$ cat config.mk
export PLATFORM = sky130hd
export DESIGN_NAME = pic_ctrl
export DESIGN_NICKNAME = d
export VERILOG_FILES = /design/src/rtl/pic_pkg.sv /design/src/rtl/pic_cfg_regs.sv /design/src/rtl/pic_req_reg.sv /design/src/rtl/pic_resolver.sv /design/src/rtl/pic_ctrl.sv
export SDC_FILE = /design/constraint.sdc
export NUM_CORES = 1
export LEC_CHECK = 0
export BUFFER_PORTS_ARGS = -buffer_cell sky130_fd_sc_hd__buf_2
export CORE_MARGIN = 5
export CORE_UTILIZATION = 60
export CTS_CLUSTER_DIAMETER = 150
export CTS_CLUSTER_SIZE = 10
export DETAILED_ROUTE_END_ITERATION = 7
export PLACE_DENSITY = 0.82
export SLEW_MARGIN = 20
export SYNTH_ARGS = -nofsm -noshare
export SYNTH_HDL_FRONTEND = slang
export SYNTH_HIERARCHICAL = 1
export SYNTH_SLANG_ARGS = --single-unit
$ cat constraint.sdc
create_clock -name clk -period 5.7 [get_ports clk]
set_input_delay 0 -clock clk [delete_from_list [all_inputs] [get_ports clk]]
set_output_delay 0 -clock clk [all_outputs]
set_load 0.03 [all_outputs]
$ cat src/rtl/pic_pkg.sv
package pic_pkg;

  localparam int unsigned BYTE_W      = 8;
  localparam int unsigned LVL_FIELD_W = 3;

  localparam logic [BYTE_W-1:0] POLL_FOUND_FLAG = 8'h80;
  localparam logic [2:0]        OP_EOI_LEVEL    = 3'b011;
  localparam logic [2:0]        OP_EOI_TOP      = 3'b001;

  // Setup progress: running, or waiting for the base, link or mode word.
  typedef enum logic [1:0] {
    CFG_RUN  = 2'd0,
    CFG_BASE = 2'd1,
    CFG_LINK = 2'd2,
    CFG_MODE = 2'd3
  } cfg_state_t;

  typedef struct packed {
    logic                   start_init;
    logic                   skip_link;
    logic                   want_mode;
    logic                   arm_poll;
    logic                   sel_write;
    logic                   sel_isr;
    logic                   eoi_one;
    logic                   eoi_top;
    logic [LVL_FIELD_W-1:0] lvl;
  } cmd_t;

  // Classify a command-address byte by its field bits.
  function automatic cmd_t decode_cmd(input logic [BYTE_W-1:0] b);
    cmd_t c;
    c            = '0;
    c.start_init = b[4];
    c.skip_link  = b[1];
    c.want_mode  = b[0];
    c.lvl        = b[2:0];
    if (!b[4] && b[3]) begin
      c.arm_poll  = b[2];
      c.sel_write = b[1];
      c.sel_isr   = b[0];
    end
    if (!b[4] && !b[3]) begin
      c.eoi_one = (b[7:5] == OP_EOI_LEVEL);
      c.eoi_top = (b[7:5] == OP_EOI_TOP);
    end
    return c;
  endfunction

endpackage

$ cat src/rtl/pic_cfg_regs.sv
module pic_cfg_regs import pic_pkg::*; #(
  parameter int unsigned N_IN = 8
) (
  input  logic                   clk,
  input  logic                   rst_n,
  input  logic                   wr_en,
  input  logic                   port_sel,
  input  logic [BYTE_W-1:0]      wr_data,
  input  logic                   poll_take,
  output logic [N_IN-1:0]        mask_q,
  output logic [N_IN-1:0]        link_q,
  output logic                   show_isr_q,
  output logic                   poll_armed_q,
  output logic                   init_fire,
  output logic                   eoi_one_fire,
  output logic                   eoi_top_fire,
  output logic [LVL_FIELD_W-1:0] eoi_lvl
);

  cmd_t       cmd;
  cfg_state_t st_q;
  logic       skip_link_q;
  logic       want_mode_q;
  logic       cmd_wr;
  logic       data_wr;

  assign cmd          = decode_cmd(wr_data);
  assign cmd_wr       = wr_en && !port_sel;
  assign data_wr      = wr_en && port_sel;
  assign init_fire    = cmd_wr && cmd.start_init;
  assign eoi_one_fire = cmd_wr && cmd.eoi_one;
  assign eoi_top_fire = cmd_wr && cmd.eoi_top;
  assign eoi_lvl      = cmd.lvl;

  function automatic cfg_state_t after_base(input logic skip, input logic want);
    if (!skip) return CFG_LINK;
    return want ? CFG_MODE : CFG_RUN;
  endfunction

  function automatic cfg_state_t after_link(input logic want);
    return want ? CFG_MODE : CFG_RUN;
  endfunction

  always_ff @(posedge clk or negedge rst_n) begin
    if (!rst_n) begin
      st_q         <= CFG_RUN;
      mask_q       <= '1;
      link_q       <= '0;
      show_isr_q   <= 1'b0;
      poll_armed_q <= 1'b0;
      skip_link_q  <= 1'b0;
      want_mode_q  <= 1'b0;
    end else begin
      if (poll_take) poll_armed_q <= 1'b0;
      if (init_fire) begin
        st_q         <= CFG_BASE;
        mask_q       <= '0;
        link_q       <= '0;
        show_isr_q   <= 1'b0;
        poll_armed_q <= 1'b0;
        skip_link_q  <= cmd.skip_link;
        want_mode_q  <= cmd.want_mode;
      end else if (cmd_wr) begin
        if (cmd.arm_poll)  poll_armed_q <= 1'b1;
        if (cmd.sel_write) show_isr_q   <= cmd.sel_isr;
      end
      if (data_wr) begin
        case (st_q)
          CFG_RUN:  mask_q <= wr_data[N_IN-1:0];
          CFG_BASE: st_q   <= after_base(skip_link_q, want_mode_q);
          CFG_LINK: begin
            link_q <= wr_data[N_IN-1:0];
            st_q   <= after_link(want_mode_q);
          end
          CFG_MODE: st_q   <= CFG_RUN;
          default:  st_q   <= CFG_RUN;
        endcase
      end
    end
  end

  AST_INIT_OPENS_MASK: assert property (@(posedge clk) disable iff (!rst_n)
    init_fire |=> (mask_q == '0) && (st_q == CFG_BASE)) else $error("setup start");

  AST_SETUP_KEEPS_MASK: assert property (@(posedge clk) disable iff (!rst_n)
    (st_q != CFG_RUN && !init_fire) |=> $stable(mask_q)) else $error("mask moved in setup");

endmodule

$ cat src/rtl/pic_req_reg.sv
module pic_req_reg #(
  parameter int unsigned N_IN = 8
) (
  input  logic            clk,
  input  logic            rst_n,
  input  logic [N_IN-1:0] ir_in,
  input  logic [N_IN-1:0] level_sel,
  input  logic            clear_all,
  input  logic [N_IN-1:0] take_vec,
  output logic [N_IN-1:0] irr_q
);

  logic [N_IN-1:0] prev_q;
  logic [N_IN-1:0] rise_seen;
  logic [N_IN-1:0] irr_nx;

  assign rise_seen = ir_in & ~prev_q;

  for (genvar g = 0; g < N_IN; g++) begin : g_line
    // A level line mirrors its input; an edge line holds a captured edge while the line stays high.
    assign irr_nx[g] = level_sel[g] ? ir_in[g] : ((irr_q[g] | rise_seen[g]) & ir_in[g]);
  end

  always_ff @(posedge clk or negedge rst_n) begin
    if (!rst_n) begin
      irr_q  <= '0;
      prev_q <= '1;
    end else if (clear_all) begin
      irr_q  <= '0;
      prev_q <= '1;
    end else begin
      irr_q  <= irr_nx & ~take_vec;
      prev_q <= ir_in;
    end
  end

  AST_REQ_NEEDS_LINE: assert property (@(posedge clk) disable iff (!rst_n)
    !clear_all |=> ((irr_q & ~$past(ir_in)) == '0)) else $error("request without line");

  AST_EDGE_CAPTURED: assert property (@(posedge clk) disable iff (!rst_n)
    !clear_all |=> (($past(rise_seen & ~take_vec) & ~irr_q) == '0)) else $error("edge lost");

endmodule

$ cat src/rtl/pic_resolver.sv
module pic_resolver #(
  parameter int unsigned N_IN  = 8,
  parameter int unsigned LVL_W = 3
) (
  input  logic [N_IN-1:0]  irr,
  input  logic [N_IN-1:0]  mask,
  input  logic [N_IN-1:0]  isr,
  output logic             int_req,
  output logic             hit,
  output logic [LVL_W-1:0] hit_lvl,
  output logic [N_IN-1:0]  hit_vec
);

  // Levels strictly above the highest in-service one (all of them when none is in service).
  function automatic logic [N_IN-1:0] open_levels(input logic [N_IN-1:0] svc);
    logic [N_IN-1:0] m;
    logic            blk;
    m   = '0;
    blk = 1'b0;
    for (int i = 0; i < N_IN; i++) begin
      if (svc[i]) blk = 1'b1;
      m[i] = !blk;
    end
    return m;
  endfunction

  function automatic logic [N_IN-1:0] lowest_one(input logic [N_IN-1:0] v);
    return v & (~v + N_IN'(1));
  endfunction

  function automatic logic [LVL_W-1:0] index_of(input logic [N_IN-1:0] onehot);
    logic [LVL_W-1:0] idx;
    idx = '0;
    for (int i = 0; i < N_IN; i++) begin
      if (onehot[i]) idx = LVL_W'(i);
    end
    return idx;
  endfunction

  logic [N_IN-1:0] eligible;

  assign eligible = irr & ~mask & open_levels(isr);
  assign hit_vec  = lowest_one(eligible);
  assign hit      = |eligible;
  assign hit_lvl  = index_of(hit_vec);
  assign int_req  = hit;

endmodule

$ cat src/rtl/pic_ctrl.sv
module pic_ctrl import pic_pkg::*; #(
  parameter int unsigned N_IN = 8
) (
  input  logic              clk,
  input  logic              rst_n,
  input  logic [N_IN-1:0]   ir_in,
  input  logic              cfg_slave,
  input  logic              wr_en,
  input  logic              rd_en,
  input  logic              port_sel,
  input  logic [BYTE_W-1:0] wr_data,
  output logic [BYTE_W-1:0] rd_data,
  output logic              int_out
);

  localparam int unsigned LVL_W = (N_IN > 1) ? $clog2(N_IN) : 1;

  logic [N_IN-1:0]        mask_q;
  logic [N_IN-1:0]        link_q;
  logic                   show_isr_q;
  logic                   poll_armed_q;
  logic                   init_fire;
  logic                   eoi_one_fire;
  logic                   eoi_top_fire;
  logic [LVL_FIELD_W-1:0] eoi_lvl;
  logic [N_IN-1:0]        irr_q;
  logic [N_IN-1:0]        isr_q;
  logic [N_IN-1:0]        level_sel;
  logic [N_IN-1:0]        take_vec;
  logic [N_IN-1:0]        svc_clear;
  logic                   hit;
  logic [LVL_W-1:0]       hit_lvl;
  logic [N_IN-1:0]        hit_vec;
  logic                   int_req;
  logic                   poll_take;
  logic                   poll_hit;

  function automatic logic [N_IN-1:0] lvl_onehot(input logic [LVL_FIELD_W-1:0] l);
    logic [N_IN-1:0] v;
    v = '0;
    for (int i = 0; i < N_IN; i++) begin
      if (l == LVL_FIELD_W'(i)) v[i] = 1'b1;
    end
    return v;
  endfunction

  function automatic logic [N_IN-1:0] top_in_service(input logic [N_IN-1:0] v);
    return v & (~v + N_IN'(1));
  endfunction

  // Poll answer: found flag plus level, or the lowest level code with the flag clear.
  function automatic logic [BYTE_W-1:0] poll_word(input logic found, input logic [LVL_W-1:0] lvl);
    logic [BYTE_W-1:0] w;
    w = '0;
    if (found) begin
      w            = POLL_FOUND_FLAG;
      w[LVL_W-1:0] = lvl;
    end else begin
      w[LVL_W-1:0] = LVL_W'(N_IN - 1);
    end
    return w;
  endfunction

  pic_cfg_regs #(.N_IN(N_IN)) u_cfg (
    .clk          (clk),
    .rst_n        (rst_n),
    .wr_en        (wr_en),
    .port_sel     (port_sel),
    .wr_data      (wr_data),
    .poll_take    (poll_take),
    .mask_q       (mask_q),
    .link_q       (link_q),
    .show_isr_q   (show_isr_q),
    .poll_armed_q (poll_armed_q),
    .init_fire    (init_fire),
    .eoi_one_fire (eoi_one_fire),
    .eoi_top_fire (eoi_top_fire),
    .eoi_lvl      (eoi_lvl)
  );

  assign level_sel = cfg_slave ? '0 : link_q;
  assign poll_take = rd_en && !port_sel && poll_armed_q;
  assign poll_hit  = poll_take && hit;
  assign take_vec  = poll_hit ? hit_vec : '0;

  pic_req_reg #(.N_IN(N_IN)) u_req (
    .clk       (clk),
    .rst_n     (rst_n),
    .ir_in     (ir_in),
    .level_sel (level_sel),
    .clear_all (init_fire),
    .take_vec  (take_vec),
    .irr_q     (irr_q)
  );

  pic_resolver #(.N_IN(N_IN), .LVL_W(LVL_W)) u_res (
    .irr     (irr_q),
    .mask    (mask_q),
    .isr     (isr_q),
    .int_req (int_req),
    .hit     (hit),
    .hit_lvl (hit_lvl),
    .hit_vec (hit_vec)
  );

  always_comb begin
    svc_clear = '0;
    if (eoi_one_fire)      svc_clear = lvl_onehot(eoi_lvl);
    else if (eoi_top_fire) svc_clear = top_in_service(isr_q);
  end

  always_ff @(posedge clk or negedge rst_n) begin
    if (!rst_n)         isr_q <= '0;
    else if (init_fire) isr_q <= '0;
    else                isr_q <= (isr_q & ~svc_clear) | take_vec;
  end

  always_comb begin
    rd_data = '0;
    if (rd_en) begin
      if (port_sel)          rd_data = BYTE_W'(mask_q);
      else if (poll_armed_q) rd_data = poll_word(hit, hit_lvl);
      else if (show_isr_q)   rd_data = BYTE_W'(isr_q);
      else                   rd_data = BYTE_W'(irr_q);
    end
  end

  assign int_out = int_req;

  AST_INT_HAS_SOURCE: assert property (@(posedge clk) disable iff (!rst_n)
    int_out |-> ((irr_q & ~mask_q) != '0)) else $error("int without request");

  AST_POLL_MARKS_SERVICE: assert property (@(posedge clk) disable iff (!rst_n)
    (poll_hit && !init_fire) |=> isr_q[$past(hit_lvl)]) else $error("poll lost");

  AST_POLL_MISS_QUIET: assert property (@(posedge clk) disable iff (!rst_n)
    (poll_take && !hit && !wr_en) |=> $stable(isr_q)) else $error("miss changed service");

  AST_EOI_CLEARS_LEVEL: assert property (@(posedge clk) disable iff (!rst_n)
    (eoi_one_fire && !poll_hit) |=> !isr_q[$past(eoi_lvl)]) else $error("eoi ignored");

  AST_NO_OUTRANKED_HIT: assert property (@(posedge clk) disable iff (!rst_n)
    hit |-> ((isr_q & (hit_vec | (hit_vec - N_IN'(1)))) == '0)) else $error("outranked hit");

  AST_SVC_GROWS_BY_ONE: assert property (@(posedge clk) disable iff (!rst_n)
    !init_fire |=> ($countones(isr_q) <= $countones($past(isr_q)) + 1)) else $error("service burst");

endmodule

==> metrics.txt, run 1 <==
outcome=completed; Post-DP Area=around 0.0028 sq mm; vias in the first global route=~2200; DPL Wire Length=approximately 4.7 mm; total wire length=6.71 mm; Final Cell Area=just over 0.003 sq mm; total number of vias=about 2200; GRT Total Usage=23.4%; Worst Path Arrival=between 2 and 3 ns; setup repair after global routing missed its margin=no; fin crit period=between 2 and 3 ns; EDFF count, synth=0; port bufs=30; DRC violations left=0; Setup crit start kind=flip-flop; first-pass GRT wire length=11.2 mm; Post-CTS Setup Bufs=0; post-place setup slack=2.92 ns; core box area=between 0.004 and 0.005 sq mm; cells after synthesis=approximately 260; total power=a little over 900 uW; total grt overflow=0; most area-hungry cell type in the Yosys netlist=dfrtp_1; Worst Tran Pin Value=between 0.5 and 0.6 ns; VDD IR max=around 0.00021 V; CTS Root Cell=clkbuf_8; commonest cells in the netlist=30 x dfrtp_1, 17 x nand2_1, 16 x dfstp_2; Area contributors post-synth=dfrtp_1 28%, dfstp_2 15%, nor2b_1 3.0%; Synth warnings=6; ratio of cells with drive above 1 in the final layout=about 29%; Initial Utilization=62.1%; Placer Congestion=0.921; Synth top area share=about 28%; final hold violation count=0; worst skew pair latency=0.31 ns; DR iter-0 viols=around 190; Ant. Diodes=0; CP required=about 5.7 ns; WS Path Type=flip-flop to output port; Reg clk slew, reported paths=roughly 0.08 ns; TritonCTS clock tree=done; Final #Nets=around 320; fraction of registers with async set/reset=between 90% and 100%; final antenna-violating net count=0; Layout area overhead=12.2%; total CTS buffers=5; top_reg_cell synth=dfrtp_1; first-pass iteration count of the detailed router=4; Max Freq=approximately 0.35 GHz; H-tree levels=2; DR WL/cell=between 15 and 20 um; die area=approximately 0.006 sq mm; Worst Setup End Kind=output port; largest net degree at the start of global routing=between 40 and 50; Final Skew=0.0148 ns; initial antenna violation count=0; die height=about 77 um; Horiz. Die Dim=a little under 80 um; MaxCap Viol Count=0; setup ws final=~2.8 ns; Hold Crit Class=input pin to flip-flop; Rel. slew slack=61.3%; post-synthesis sequential area ratio=approximately 43%; Seq cells post-synth=46; Ports=31; vias per inst=about 6.3; cell area after synthesis=0.00272 sq mm; Tcrit/Tclk final=50.2%; post-synth net total=around 280; Slew Viols, Final=0; Row Count=24; count of different cell masters after synthesis=between 60 and 70; Mapped Avg Cell Area=approximately 11 sq um; Pwr Density=~310 mW/mm^2; final setup TNS=0 ns; Clock Sinks=46; count of final setup violators=0; clock buffer depth=2; crit-path max FO=7; Leak=1.39 nW; most frequent cell after synthesis=dfrtp_1
[where the power goes]
part           total, mW  switching, mW  leakage [nW]  internal [mW]
registers          0.445         0.0558         0.564          0.389
logic              0.283          0.154         0.782          0.129
clock network      0.206          0.108        0.0482         0.0980
[cells in the final DEF, fill, tap and decap left out, drive strengths merged, types with 4 or more instances in the layout]
master        n
a21oi        13
a22o         16
a22oi         5
buf          30
clkbuf        7
dfrtp        30
dfstp        16
dlygate4sd3  13
inv          15
mux2          4
mux2i         4
nand2        17
nand2b        9
nand3         6
nand3b        4
nor2         12
nor2b        13
nor3b         9
nor4b         9
o221ai        7
o311ai        5
or2          11
or3b          4
[registers in the layout (all words and copies together), names as in the netlist]
name                count
isr_q                   8
u_cfg/link_q            8
u_cfg/mask_q            8
u_req/irr_q             8
u_req/prev_q            8
u_cfg/st_q              2
u_cfg/poll_armed_q      1
u_cfg/show_isr_q        1
u_cfg/skip_link_q       1
u_cfg/want_mode_q       1
[through the flow]
| step | std cells | hold WS (ns) | utilization, % |
|---|---|---|---|
| 3_5_place_dp | 327 | 0.203 | 64.6 |
| 3_3_place_gp | 327 | 0.204 | 64.6 |
| 6_report | 348 | 0.0387 | 69.7 |
| 5_1_grt | 348 | 0.0505 | 69.7 |
| 4_1_cts | 348 | 0.0250 | 69.6 |
| 2_1_floorplan | 259 | -0.296 | - |
[kinds of logic after synthesis]
group,after synthesis,synth area share (%)
buf+inv,29,6.11
flops,46,43.0
compound gates,61,18.9
mux,8,3.12
simple gates,115,28.8
[path summary, 6_finish.rpt]
check                                     start                 to  slack (ns)  cells past startpoint
worst max register to register         isr_q[1]           isr_q[7]        2.85                      7
worst max-delay path                   isr_q[1]         rd_data[2]        2.84                      8
worst min-delay path                 wr_data[0]  u_cfg/want_mode_q        0.04                      3
max in group asynchronous                 rst_n    u_cfg/link_q[1]        5.06                      2
min in group asynchronous                 rst_n     u_req/irr_q[7]        0.23                      2
worst min register to register  u_cfg/link_q[1]    u_cfg/link_q[1]        0.49                      1
[layer usage]
layer / GRT usage, % / wire length [um]
met1: 33.6 / 2940
met2: 34.7 / 3090
met3: 4.28 / 468
met4: 10.3 / 208
met5: 0 / 0
[critical path: stages, from the launching register on]
cell and delay (ns):
dfrtp_1 0.44, or4_1 0.69, or3b_4 0.45, nand4_1 0.15
nand2b_1 0.19, nand3b_1 0.16, o221ai_1 0.22, a21oi_1 0.07
buf_2 0.20
[repair_timing]
action	4_1_cts	5_1_grt
gates resized for setup	0	0
hold endpoints to repair	52	0
hold buffers	13	0
[area by class of cell]
cell class / count / area, sq um
clock inverters: 1 / 5.00
well taps: 52 / 65.1
fillers: 331 / 1330
repair buffers: 43 / 283
clock buffers: 7 / 86.3
inverters: 15 / 58.8
multi-input cells: 184 / 1390
flip-flops and latches: 46 / 1170
No activity file was read; power rests on OpenSTA's default activity.
==> run 2: changes to the inputs <==
--- a/config.mk
+++ b/config.mk
@@ -7,11 +7,11 @@
 export LEC_CHECK = 0
 export BUFFER_PORTS_ARGS = -buffer_cell sky130_fd_sc_hd__buf_2
 export CORE_MARGIN = 5
-export CORE_UTILIZATION = 60
+export CORE_UTILIZATION = 58
 export CTS_CLUSTER_DIAMETER = 150
 export CTS_CLUSTER_SIZE = 10
 export DETAILED_ROUTE_END_ITERATION = 7
-export PLACE_DENSITY = 0.82
+export PLACE_DENSITY = 0.79
 export SLEW_MARGIN = 20
 export SYNTH_ARGS = -nofsm -noshare
 export SYNTH_HDL_FRONTEND = slang
==> constraint.sdc (replaced) <==
create_clock -name clk -period 2.8 [get_ports clk]
set_input_delay 0 -clock clk [delete_from_list [all_inputs] [get_ports clk]]
set_output_delay 0 -clock clk [all_outputs]
set_load 0.03 [all_outputs]
==> metrics.txt, run 2 (synthesized netlist as in run 1, its figures left out) <==
total power=1.93 mW (was 934 uW); vias per inst=6.30 (was 6.34); port bufs=30 (unchanged); WS Path Type=flip-flop to output port (unchanged); Horiz. Die Dim=78.5 um (was 77.4 um); Setup crit start kind=flip-flop (unchanged); VDD IR max=0.000418 V (was 0.000212 V); Pwr Density=620 mW/mm^2 (was 306 mW/mm^2); Initial Utilization=58.8% (was 62.1%); die area=0.00617 sq mm (was 0.00599 sq mm); Row Count=25 (was 24); Tcrit/Tclk final=a little over nine tenths; total CTS buffers=5 (unchanged); core box area=0.00463 sq mm (was 0.00438 sq mm); first-pass GRT wire length=11.1 mm (was 11.2 mm); Hold Crit Endpoint=u_cfg/want_mode_q (unchanged); Ant. Diodes=0 (unchanged); Layout area overhead=14.0% (was 12.2%); Worst Path Arrival=2.63 ns (was 2.86 ns); Leak=1.42 nW (was 1.39 nW); DR WL/cell=18.8 um (was 19.3 um); largest net degree at the start of global routing=47 (unchanged); outcome=completed (unchanged); final antenna-violating net count=0 (unchanged); most common cell after layout, fill and taps aside=dfrtp_1 (unchanged); hold wc startpoint=wr_data[0] (unchanged); total grt overflow=0 (unchanged); Reg clk slew, reported paths=0.08 ns (about the same); Final Instance Count excl. Fillers=353 (was 348); Slew Viols, Final=0 (unchanged); WHS Path Cells=3 (unchanged); most frequent cells in the layout=30 x dfrtp_1, 28 x buf_2, 17 x nand2_1 (was 30 x dfrtp_1, 29 x buf_2, 17 x nand2_1); dpl cells=331 (was 327); total wire length=6.63 mm (was 6.71 mm); Max Freq=around 0.38 GHz; worst skew pair latency=0.30 ns (was 0.31 ns); r2r worst-path depth=8 (was 7); final setup TNS=0 ns (unchanged); Ports=31 (unchanged); die height=78.5 um (was 77.4 um); final hold violation count=0 (unchanged); Reg area=0.00117 sq mm (unchanged); count of final setup violators=0 (unchanged); Placer Congestion=0.921 (unchanged); Final Skew=0.00746 ns (was 0.0148 ns); multi-input logic area=0.00140 sq mm (was 0.00139 sq mm); ratio of cells with drive above 1 in the final layout=30.8% (was 28.7%); Hold Crit Class=input pin to flip-flop (unchanged); Worst Setup End Kind=output port (unchanged); setup repair after global routing missed its margin=no (unchanged); total number of vias=2224 (was 2206); DRC violations left=0 (unchanged); reg2reg start=isr_q[1] (unchanged); clock buffer depth=2 (unchanged); MaxCap Viol Count=0 (unchanged); vias in the first global route=2230 (was 2150); DR iter-0 viols=148 (was 192); Rel. slew slack=63.2% (was 61.3%); H-tree levels=2 (unchanged); first-pass iteration count of the detailed router=4 (unchanged); reg2reg end=isr_q[7] (unchanged); DPL Wire Length=4.76 mm (was 4.73 mm); Final #Nets=320 (was 317); Worst Tran Pin Value=0.551 ns (was 0.581 ns); Fillers=363 (was 331); TritonCTS clock tree=done (unchanged); Worst R2R Setup Slack=0.18 ns (was 2.85 ns); CTS Root Cell=clkbuf_8 (unchanged); CP required=2.80 ns (was 5.70 ns); GRT Total Usage=23.2% (was 23.4%); Clock Sinks=46 (unchanged); initial antenna violation count=0 (unchanged); fin crit period=2.63 ns; crit-path max FO=6 (was 7)
==> run 2: cell types whose count changed in the layout (fill, tap and decap cells not counted) <==
cell,before,now
clkbuf_1,1,0
buf_2,29,28
o221ai_1,7,6
nand2b_1,9,8
buf_4,1,5
nand2b_4,0,1
o221ai_2,0,1
or4_4,0,1
or4_1,1,0
clkinvlp_4,0,1
==> run 2: worst max-delay path: stages (launching register included) <==
cell,delay [ns]
dfrtp_1,0.43
or4_4,0.55
buf_4,0.17
a211o_1,0.32
nand2b_1,0.16
a31oi_1,0.19
o221ai_1,0.14
a21oi_1,0.17
buf_4,0.19
==> run 2: what timing repair did <==
item,4_1_cts,5_1_grt
hold buffers,13,0
setup buffers,0,1
endpoints found under the setup margin,0,6
resized for setup,0,5
endpoints found under the hold margin,53,0
==> run 2: area by class of cell <==
cell class                      count  share of cell area (%)
Clock buffer                        6                    2.66
Timing Repair Buffer               46                    9.92
Tap cell                           54                    2.18
Sequential cell                    46                    37.7
Clock inverter                      2                   0.403
Inverter                           15                    1.89
Multi-Input combinational cell    184                    45.2
==> run 2: metrics by stage <==
step / worst slack [ns] / util (%) / hold WS [ns] / instance area, sq um
6_report: 0.175 / 67.1 / 0.0279 / 3100
5_1_grt: 0.0310 / 67.1 / 0.0311 / 3100
4_1_cts: 0.107 / 66.4 / 0.0129 / 3070
3_5_place_dp: 0.146 / 61.5 / 0.209 / 2850
3_3_place_gp: 0.192 / 61.5 / 0.203 / 2850
2_1_floorplan: 0.353 / - / -0.296 / 2720
==> run 2: worst max path at each step <==
| stage | from | to | slack [ns] | cells past startpoint |
|---|---|---|---|---|
| finish | isr_q[1] | rd_data[1] | 0.17 | 8 |
| CTS | isr_q[1] | isr_q[7] | 0.11 | 8 |
| floorplan | isr_q[1] | isr_q[7] | 0.35 | 9 |
| detailed placement | isr_q[1] | isr_q[7] | 0.15 | 8 |
| global placement | isr_q[1] | isr_q[7] | 0.19 | 7 |
| global route | isr_q[1] | rd_data[1] | 0.03 | 8 |
==> run 2: report_power, final <==
group / switching, mW / internal, mW / total, mW
sequential: 0.111 / 0.792 / 0.903
clock: 0.213 / 0.198 / 0.411
combinational: 0.325 / 0.286 / 0.611
total: 0.650 / 1.28 / 1.93
==> run 2: layer usage <==
layer	share of wire, %	up-vias	track usage [%]
met1	45	1097	33.1
li1	-	1037	-
met5	0	-	0
met3	6.3	10	3.56
met4	2.3	0	9.79
met2	46	80	34.8
==> run 3: changes to the inputs <==
--- a/config.mk
+++ b/config.mk
@@ -11,6 +11,7 @@
 export CTS_CLUSTER_DIAMETER = 150
 export CTS_CLUSTER_SIZE = 10
 export DETAILED_ROUTE_END_ITERATION = 7
+export MAX_ROUTING_LAYER = met4
 export PLACE_DENSITY = 0.79
 export SLEW_MARGIN = 20
 export SYNTH_ARGS = -nofsm -noshare
==> metrics.txt, run 3 (synthesized netlist as in run 1, its figures left out) <==
outcome=completed (unchanged); worst skew pair latency=0.29 ns (was 0.30 ns); DR WL/cell=18.9 um (was 18.8 um); first-pass iteration count of the detailed router=4 (unchanged); TritonCTS clock tree=done (unchanged); Slew Viols, Final=0 (unchanged); post-layout util=66.9% (was 67.1%); total number of vias=2205 (was 2224); CTS Root Cell=clkbuf_8 (unchanged); first-pass GRT wire length=11.2 mm (was 11.1 mm); Final Skew=0.00472 ns (was 0.00746 ns); MaxCap Viol Count=0 (unchanged); Ant. Diodes=0 (unchanged); Hold Crit Class=input pin to flip-flop (unchanged); GRT Total Usage=24.3% (was 23.2%); most common cell after layout, fill and taps aside=dfrtp_1 (unchanged); WS Path Type=flip-flop to output port (unchanged); Fillers=369 (was 363); VDD IR max=0.000383 V (was 0.000418 V); total wire length=6.66 mm (was 6.63 mm); DPL Wire Length=4.82 mm (was 4.76 mm); Pwr Density=623 mW/mm^2 (was 620 mW/mm^2); fin crit period=2.68 ns (was 2.63 ns); Setup crit start kind=flip-flop (unchanged); Reg clk slew, reported paths=0.08 ns (about the same); Ports=31 (unchanged); Worst Setup End Kind=output port (unchanged); port bufs=30 (unchanged); ratio of cells with drive above 1 in the final layout=30.4% (was 30.8%); Final #Nets=320 (unchanged); clock buffer depth=2 (unchanged); DRC violations left=0 (unchanged); Row Count=25 (unchanged); count of final setup violators=0 (unchanged); most frequent cells in the layout=29 x dfrtp_1, 27 x buf_2, 17 x nand2_1 (was 30 x dfrtp_1, 28 x buf_2, 17 x nand2_1); Leak=1.41 nW (was 1.42 nW); Initial Utilization=58.8% (unchanged); initial antenna violation count=0 (unchanged); Worst Path Arrival=2.68 ns (was 2.63 ns); crit-path max FO=7 (was 6); die area=0.00617 sq mm (unchanged); post-place setup slack=0.203 ns (was 0.146 ns); Layout area overhead=13.7% (was 14.0%); final antenna-violating net count=0 (unchanged); setup ws final=0.124 ns (was 0.175 ns); Placer Congestion=0.994 (was 0.921); largest net degree at the start of global routing=47 (unchanged); Tcrit/Tclk final=95.6% (was 93.8%); final hold violation count=0 (unchanged); core box area=0.00463 sq mm (unchanged); Worst Tran Pin Value=0.558 ns (was 0.551 ns); total CTS buffers=5 (unchanged); DR iter-0 viols=262 (was 148); Clock Sinks=46 (unchanged); Rel. slew slack=62.8% (was 63.2%); Max Freq=0.374 GHz (was 0.381 GHz); CP required=2.80 ns (about the same); total grt overflow=0 (unchanged); H-tree levels=2 (unchanged); die height=78.5 um (unchanged); vias in the first global route=2240 (was 2230); Horiz. Die Dim=78.5 um (unchanged); vias per inst=6.25 (was 6.30)
run 3: final timing paths:
check,startpoint,to,slack (ns),depth (start not counted)
setup / recovery,isr_q[1],rd_data[0],0.12,10
hold / removal,wr_data[0],u_cfg/want_mode_q,0.03,3
setup reg to reg,isr_q[1],isr_q[7],0.20,8
hold reg to reg,u_cfg/link_q[4],u_cfg/link_q[4],0.49,1
max in group asynchronous,rst_n,isr_q[1],2.16,2
min in group asynchronous,rst_n,u_req/irr_q[7],0.23,2
run 3: through the flow:
stage	setup TNS (ns)	hold slack [ns]	cells	power [mW]	instance area, sq um
floorplan	0	-0.296	259	1.32	2720
global placement	0	0.205	331	1.48	2850
detailed placement	0	0.208	331	1.49	2850
CTS	0	0.0214	352	1.93	3070
global route	-0.00620	0.0324	353	2.05	3100
finish	0	0.0319	353	1.93	3100
run 3: final cells by class:
type                    count  area, sq um  share of cell area (%)
well taps                  54         67.6                    2.18
clock inverters             2         12.5                   0.404
flip-flops and latches     46         1170                    37.9
inverters                  15         58.8                    1.90
multi-input cells         184         1390                    45.0
repair buffers             46          310                    10.0
clock buffers               6         82.6                    2.67
run 3: critical path: stages (launching register included):
cell	delay, ns
dfrtp_2	0.44
or4_1	0.56
buf_4	0.18
a211o_1	0.26
nand4_1	0.12
nand2b_1	0.13
buf_4	0.13
nand3b_1	0.12
o221ai_1	0.19
a21oi_1	0.06
buf_2	0.20
run 3: what timing repair did:
action	CTS	global route
buffers inserted	0	1
hold buffers	13	0
resized for setup	0	5
hold endpoints to repair	53	0
setup endpoints to repair	0	4
run 3: routing by layer:
metal	track usage, %	wire [um]	up-vias
met2	35.7	3100	93
met5	-	0	-
li1	-	-	1037
met4	12.4	252	0
met3	3.90	401	17
met1	32.4	2910	1058
run 3: power breakdown:
part / total [mW] / leakage (nW) / switching (mW) / internal (mW)
Sequential: 0.907 / 0.563 / 0.115 / 0.792
Combinational: 0.608 / 0.797 / 0.322 / 0.286
Clock: 0.415 / 0.0472 / 0.217 / 0.198
